$ cat config.mk
export PLATFORM = sky130hd
export DESIGN_NAME = dma_rslt_irq
export DESIGN_NICKNAME = d
export VERILOG_FILES = /design/src/rtl/dma_rslt_pkg.sv /design/src/rtl/dma_rslt_chan.sv /design/src/rtl/dma_rslt_regif.sv /design/src/rtl/dma_rslt_irq.sv
export SDC_FILE = /design/constraint.sdc
export NUM_CORES = 1
export LEC_CHECK = 0
export ABC_AREA = 1
export ABC_CLOCK_PERIOD_IN_PS = 2950
export BUFFER_PORTS_ARGS = -buffer_cell sky130_fd_sc_hd__buf_2
export CORE_MARGIN = 1
export CORE_UTILIZATION = 47
export CTS_CLUSTER_DIAMETER = 40
export CTS_CLUSTER_SIZE = 8
export DETAILED_ROUTE_END_ITERATION = 7
export PLACE_DENSITY = 0.71
export SLEW_MARGIN = 30
export SYNTH_ARGS = -nofsm -noshare
export SYNTH_HDL_FRONTEND = slang
export SYNTH_SLANG_ARGS = --single-unit
$ cat constraint.sdc
create_clock -name clk -period 2.95 [get_ports clk]
set_input_delay 0.1475 -clock clk [delete_from_list [all_inputs] [get_ports clk]]
set_output_delay 0.1475 -clock clk [all_outputs]
set_load 0.02 [all_outputs]
$ cat src/rtl/dma_rslt_pkg.sv
package dma_rslt_pkg;
  localparam int WORD_W  = 32;
  localparam int VLD_BIT = 31;
  localparam int ERR_BIT = 3;
  localparam int FLS_BIT = 2;
  localparam int TPD_BIT = 1;
  localparam int STS_BIT = 1;
  localparam int IEN_BIT = 0;
  localparam int FEN_BIT = 1;
  localparam int CFG_W   = 2;
  localparam int GRP_W   = 3;

  typedef enum logic [GRP_W-1:0] {
    GRP_RSLT  = 3'd0,
    GRP_STAT  = 3'd1,
    GRP_CONF  = 3'd2,
    GRP_FLUSH = 3'd3,
    GRP_SRC   = 3'd4
  } grp_e;

  function automatic logic [WORD_W-1:0] pack_rslt(input logic v, input logic e,
                                                  input logic f, input logic t);
    logic [WORD_W-1:0] w;
    w = '0;
    w[VLD_BIT] = v;
    w[ERR_BIT] = e;
    w[FLS_BIT] = f;
    w[TPD_BIT] = t;
    return w;
  endfunction

  function automatic logic src_pend(input logic v, input logic f,
                                    input logic [CFG_W-1:0] cfg);
    return v & cfg[IEN_BIT] & (~f | cfg[FEN_BIT]);
  endfunction
endpackage

$ cat src/rtl/dma_rslt_chan.sv
module dma_rslt_chan
  import dma_rslt_pkg::*;
(
  input  logic              clk,
  input  logic              rst_n,
  input  logic              done_i,
  input  logic              err_i,
  input  logic              fack_i,
  input  logic              rd_clr_i,
  input  logic              cfg_we_i,
  input  logic [CFG_W-1:0]  cfg_d_i,
  output logic [WORD_W-1:0] rslt_o,
  output logic              valid_o,
  output logic [CFG_W-1:0]  cfg_o,
  output logic              src_o
);
  logic valid_q, err_q, fls_q, tpd_q;
  logic [CFG_W-1:0] cfg_q;
  logic evt;

  assign evt = done_i | err_i | fack_i;

  always_ff @(posedge clk or negedge rst_n) begin
    if (!rst_n) begin
      valid_q <= 1'b0;
      err_q   <= 1'b0;
      fls_q   <= 1'b0;
      tpd_q   <= 1'b0;
    end else if (evt) begin
      valid_q <= 1'b1;
      if (fack_i) begin
        err_q <= 1'b1;
        fls_q <= 1'b1;
        tpd_q <= 1'b0;
      end else begin
        err_q <= err_i;
        fls_q <= 1'b0;
        tpd_q <= done_i;
      end
    end else if (rd_clr_i) begin
      valid_q <= 1'b0;
    end
  end

  always_ff @(posedge clk or negedge rst_n) begin
    if (!rst_n)        cfg_q <= '0;
    else if (cfg_we_i) cfg_q <= cfg_d_i;
  end

  assign rslt_o  = pack_rslt(valid_q, err_q, fls_q, tpd_q);
  assign valid_o = valid_q;
  assign cfg_o   = cfg_q;
  assign src_o   = src_pend(valid_q, fls_q, cfg_q);

  p_evt_valid_r2: assert property (@(posedge clk) disable iff (!rst_n)
    evt |=> valid_o);
  p_read_clr_r5: assert property (@(posedge clk) disable iff (!rst_n)
    (rd_clr_i && !evt) |=> !valid_o && !src_o);
  p_flush_err_r4: assert property (@(posedge clk) disable iff (!rst_n)
    fack_i |=> (rslt_o[ERR_BIT] && rslt_o[FLS_BIT]));
  p_cfg_zero_r7: assert property (@(posedge clk) disable iff (!rst_n)
    (cfg_we_i && cfg_d_i == '0) |=> !src_o);
endmodule

$ cat src/rtl/dma_rslt_regif.sv
module dma_rslt_regif
  import dma_rslt_pkg::*;
#(
  parameter int NCH = 16,
  localparam int CW = $clog2(NCH),
  localparam int AW = CW + GRP_W
) (
  input  logic                          clk,
  input  logic                          rst_n,
  input  logic                          wr_en,
  input  logic [AW-1:0]                 wr_addr,
  input  logic                          rd_en,
  input  logic [AW-1:0]                 rd_addr,
  input  logic [NCH-1:0][WORD_W-1:0]    rslt_i,
  input  logic [NCH-1:0]                valid_i,
  input  logic [NCH-1:0][CFG_W-1:0]     cfg_i,
  input  logic [NCH-1:0]                src_i,
  output logic [NCH-1:0]                rd_clr_o,
  output logic [NCH-1:0]                cfg_we_o,
  output logic [NCH-1:0]                flush_req_o,
  output logic [WORD_W-1:0]             rd_data
);
  grp_e wgrp, rgrp;
  logic [CW-1:0] wch, rch;

  assign wgrp = grp_e'(wr_addr[AW-1 -: GRP_W]);
  assign rgrp = grp_e'(rd_addr[AW-1 -: GRP_W]);
  assign wch  = wr_addr[CW-1:0];
  assign rch  = rd_addr[CW-1:0];

  for (genvar i = 0; i < NCH; i++) begin : g_dec
    assign rd_clr_o[i]    = rd_en && rgrp == GRP_RSLT  && rch == CW'(i);
    assign cfg_we_o[i]    = wr_en && wgrp == GRP_CONF  && wch == CW'(i);
    assign flush_req_o[i] = wr_en && wgrp == GRP_FLUSH && wch == CW'(i);
  end

  always_comb begin
    rd_data = '0;
    case (rgrp)
      GRP_RSLT: rd_data = rslt_i[rch];
      GRP_STAT: rd_data[STS_BIT] = valid_i[rch];
      GRP_CONF: rd_data[CFG_W-1:0] = cfg_i[rch];
      GRP_SRC:  rd_data = WORD_W'(src_i);
      default:  rd_data = '0;
    endcase
  end

  p_one_flush_r4: assert property (@(posedge clk) disable iff (!rst_n)
    $onehot0(flush_req_o));
endmodule

$ cat src/rtl/dma_rslt_irq.sv
module dma_rslt_irq
  import dma_rslt_pkg::*;
#(
  parameter int NCH = 16,
  localparam int CW = $clog2(NCH),
  localparam int AW = CW + GRP_W
) (
  input  logic              clk,
  input  logic              rst_n,
  input  logic [NCH-1:0]    done_i,
  input  logic [NCH-1:0]    err_i,
  input  logic [NCH-1:0]    flush_ack_i,
  output logic [NCH-1:0]    flush_req_o,
  input  logic              wr_en,
  input  logic [AW-1:0]     wr_addr,
  input  logic [CFG_W-1:0]  wr_data,
  input  logic              rd_en,
  input  logic [AW-1:0]     rd_addr,
  output logic [WORD_W-1:0] rd_data,
  output logic              irq_o
);
  logic [NCH-1:0][WORD_W-1:0] rslt;
  logic [NCH-1:0][CFG_W-1:0]  cfg;
  logic [NCH-1:0] valid, src, rd_clr, cfg_we, evt_any;

  assign evt_any = done_i | err_i | flush_ack_i;

  dma_rslt_regif #(.NCH(NCH)) u_regif (
    .clk(clk), .rst_n(rst_n),
    .wr_en(wr_en), .wr_addr(wr_addr), .rd_en(rd_en), .rd_addr(rd_addr),
    .rslt_i(rslt), .valid_i(valid), .cfg_i(cfg), .src_i(src),
    .rd_clr_o(rd_clr), .cfg_we_o(cfg_we), .flush_req_o(flush_req_o),
    .rd_data(rd_data)
  );

  for (genvar i = 0; i < NCH; i++) begin : g_ch
    dma_rslt_chan u_ch (
      .clk(clk), .rst_n(rst_n),
      .done_i(done_i[i]), .err_i(err_i[i]), .fack_i(flush_ack_i[i]),
      .rd_clr_i(rd_clr[i]), .cfg_we_i(cfg_we[i]), .cfg_d_i(wr_data),
      .rslt_o(rslt[i]), .valid_o(valid[i]), .cfg_o(cfg[i]), .src_o(src[i])
    );
  end

  assign irq_o = |src;

  p_irq_cause_r8: assert property (@(posedge clk) disable iff (!rst_n)
    $rose(irq_o) |-> $past((|evt_any) || (|cfg_we)));
  p_irq_drop_r8: assert property (@(posedge clk) disable iff (!rst_n)
    $fell(irq_o) |-> $past((|rd_clr) || (|cfg_we)));
endmodule

==> impl_results.md <==
- First-pass GRT wire length: 24000 µm
- # IOs: 117
- Grt total ovfl: 0
- Max_cap viols: 0
- HPWL Detailed: between 10000 and 15000 µm
- Leakage: 3.15 nW
- Total GRT Usage: 27.3%
- Most common cell after layout, fill and taps aside: nand2_1
- Slew Limit Headroom: roughly half
- Critical-path top delay cell: nor2_2
- Multiplexer share of the synthesized area: 0%
- Routed wire length: 15100 µm
- Initial antenna violation count: 0
- Avg WL per Cell: 15.5 µm
- Area growth, synth to finish: 17.9%
- Vias in the first global route: 4844
- Cell chain of the critical path: buf_2 > inv_4 > nor2_2 > a22oi_1 > nand2_1 > nand2_1 > nand2_1 > o21ai_1 > nand2_1 > buf_2
- Xor and xnor area share after synthesis: 0%
- Fillcell total: 1035
- Syn_area_per_cell: ~7.3 µm²
- Kind of critical path: in2out
- Maximum clock frequency: 0.481 GHz
- Period utilization: 70.5%
- Worst Slack Setup Final: 870 ps
- Post-route ant nets: 0
- Initial DRC count: roughly 420
- TritonCTS clock tree: done
- Mapped Cells: slightly above 700
- Yosys cell types: 28
- Pin count of the biggest net entering global routing: 55
- Ys Warns: 0
- Routability congestion estimate: 0.916
- Total power: about 2.8 mW
- PD cells: ~460 mW/mm²
- # hold bufs at CTS: 20
- Share of layout cells above drive strength 1: 15.3%
- Std-Cell Rows: 38
- Initial core utilization: 48.3%
- RSZ-0062 raised after global routing: no
- Max Clock Skew: 0 ps
- Simple-Gate Fraction of Synth Area: between 30% and 40%
- CP Capture Type: primary output
- Routed vias: 5137
- Worst Hold Class: in2reg
- VDD IR max: 0.267 mV
- Die area: 0.0116 mm²
- Crit Path Max Fanout: 23
- Final setup vio count: 0
- Pre-CTS setup slack: slightly above 900 ps
- Synth area leader: dfrtp_1
- Clock root cell: clkbuf_8
- Critical Path RT: 2800 ps
- Drt pass-1 iters: 5
- Category of the worst setup path launch point: primary input
- Final core utilization: a little under three fifths
- Main combinational cell family by area after synthesis: simple AND/OR/NAND/NOR gates
- Clock transition at path regs: 90 ps
- Die width: 108 µm
- H-tree levels: 3
- Synth top area share: 45.9%
- Clock Tree Buf Depth: 2
- Core area: 0.0108 mm²
- Final Slew Violations: 0
- Mapped cell area: 0.00523 mm²
- PostCTS Resize Cnt: 0
- Antenna cells: 0
- Synth Area in Compound Gates: between 10% and 20%
- Setup Buffers After CTS: 0
- Crit path DAT: 1930 ps
- Clock sinks: 96
- Residual DRC count: 0
- Worst hold slack: a little over 1 ps
- Worst skew pair latency: around 360 ps
- Clock buffer count from CTS: 9
- Final min period: 2080 ps
- Setup TNS: 0 ps
- Post-synthesis sequential area ratio: a little under half
- Synth top area cells: dfrtp_1, nand2_1, o21ai_0, nor2_1, inv_1
- Run status: finished, final reports clean
- Post-Synth Adder-Cell Area: 0%
- Die Span Y: roughly 110 µm
- I/O Buffers: 101
- Slew of the pin with the lowest slew margin: 757 ps
- Final #Nets: 898
- Biggest cell delay along the critical path: 490 ps
- Most frequent cells in the layout: nand2_1, buf_2, dfrtp_1, nor2_1, inv_1
- CP dominant cell by count: nand2_1
- Number of synthesized register bits: 96
- Final hold vios: 0
- Avg Vias per Cell: 5.27
-- synthesized netlist by cell type, drive strengths merged --
master and count:
nor2 71, inv 60, nor3 20, nand3 23, o21bai 13, o31ai 1
a22oi 7, dfrtp 96, nand2 271, o2111ai 2, clkbuf 7, o21ai 62
a21o 3, a21oi 9, clkinv 1, conb 1, o22ai 1, buf 30
a31o 4, o211ai 13, nand4 23
-- stage by stage --
step | std cells | instance area (µm²)
5_1_grt | 974 | 6170
3_3_place_gp | 939 | 5760
6_report | 974 | 6170
2_1_floorplan | 732 | 5290
3_5_place_dp | 939 | 5760
4_1_cts | 974 | 6170
-- path summary, 6_finish.rpt --
check | start | endpoint | slack [ps] | depth (start not counted)
worst max-delay path | rd_addr[0] | rd_data[2] | 870 | 10
worst min-delay path | done_i[3] | g_ch[3].u_ch.err_q | 1 | 2
worst max register to register | g_ch[9].u_ch.valid_o | g_ch[9].u_ch.valid_o | 2130 | 2
worst min register to register | g_ch[12].u_ch.err_q | g_ch[12].u_ch.err_q | 510 | 2
max in group asynchronous | rst_n | g_ch[5].u_ch.fls_q | 1970 | 3
min in group asynchronous | rst_n | g_ch[3].u_ch.err_q | 310 | 2
-- worst max-delay path: cells and delay by family --
kind	cells	cell delay, ps
and+or+nand+nor	5	820
buffers and inverters	3	730
AOI/OAI and AO/OA	2	240
-- routing by layer --
layer | global-route usage, % | vias up | part of all wire, %
met3 | 3.09 | 29 | 6.0
met4 | 11.4 | 0 | 2.6
met5 | 0 | - | 0
met1 | 37.4 | 2395 | 45
met2 | 44.0 | 198 | 47
li1 | - | 2515 | -
-- power breakdown --
group	total [mW]	leakage, nW	switching (mW)	internal, mW
registers	1.46	1.12	0.0701	1.39
logic	0.456	1.93	0.299	0.158
clock network	0.891	0.102	0.434	0.458
total	2.81	3.15	0.802	2.01
-- kinds of logic (layout without fill, tap and decap cells) --
group | after synthesis | after routing
AOI/OAI and AO/OA | 115 | 115
buffers and inverters | 98 | 200
DFF | 96 | 96
other | 1 | 15
and+or+nand+nor | 408 | 408
-- final cells by class --
cell class / count / area, µm² / share of cell area, %
Tap cell: 140 / 175 / 2.84
Timing Repair Buffer: 124 / 743 / 12.0
Inverter: 61 / 231 / 3.75
Multi-Input combinational cell: 538 / 2410 / 39.1
Clock buffer: 13 / 169 / 2.74
Clock inverter: 2 / 37.5 / 0.608
Sequential cell: 96 / 2400 / 38.9
-- flip-flops by register name (all words and copies together), names as in the netlist --
signal and cells:
g_ch.u_ch.tpd_q 16, g_ch.u_ch.err_q 16, g_ch.u_ch.valid_o 16, g_ch.u_ch.cfg_o 32, g_ch.u_ch.fls_q 16
Note: power is estimated with default switching activity, not from simulation.
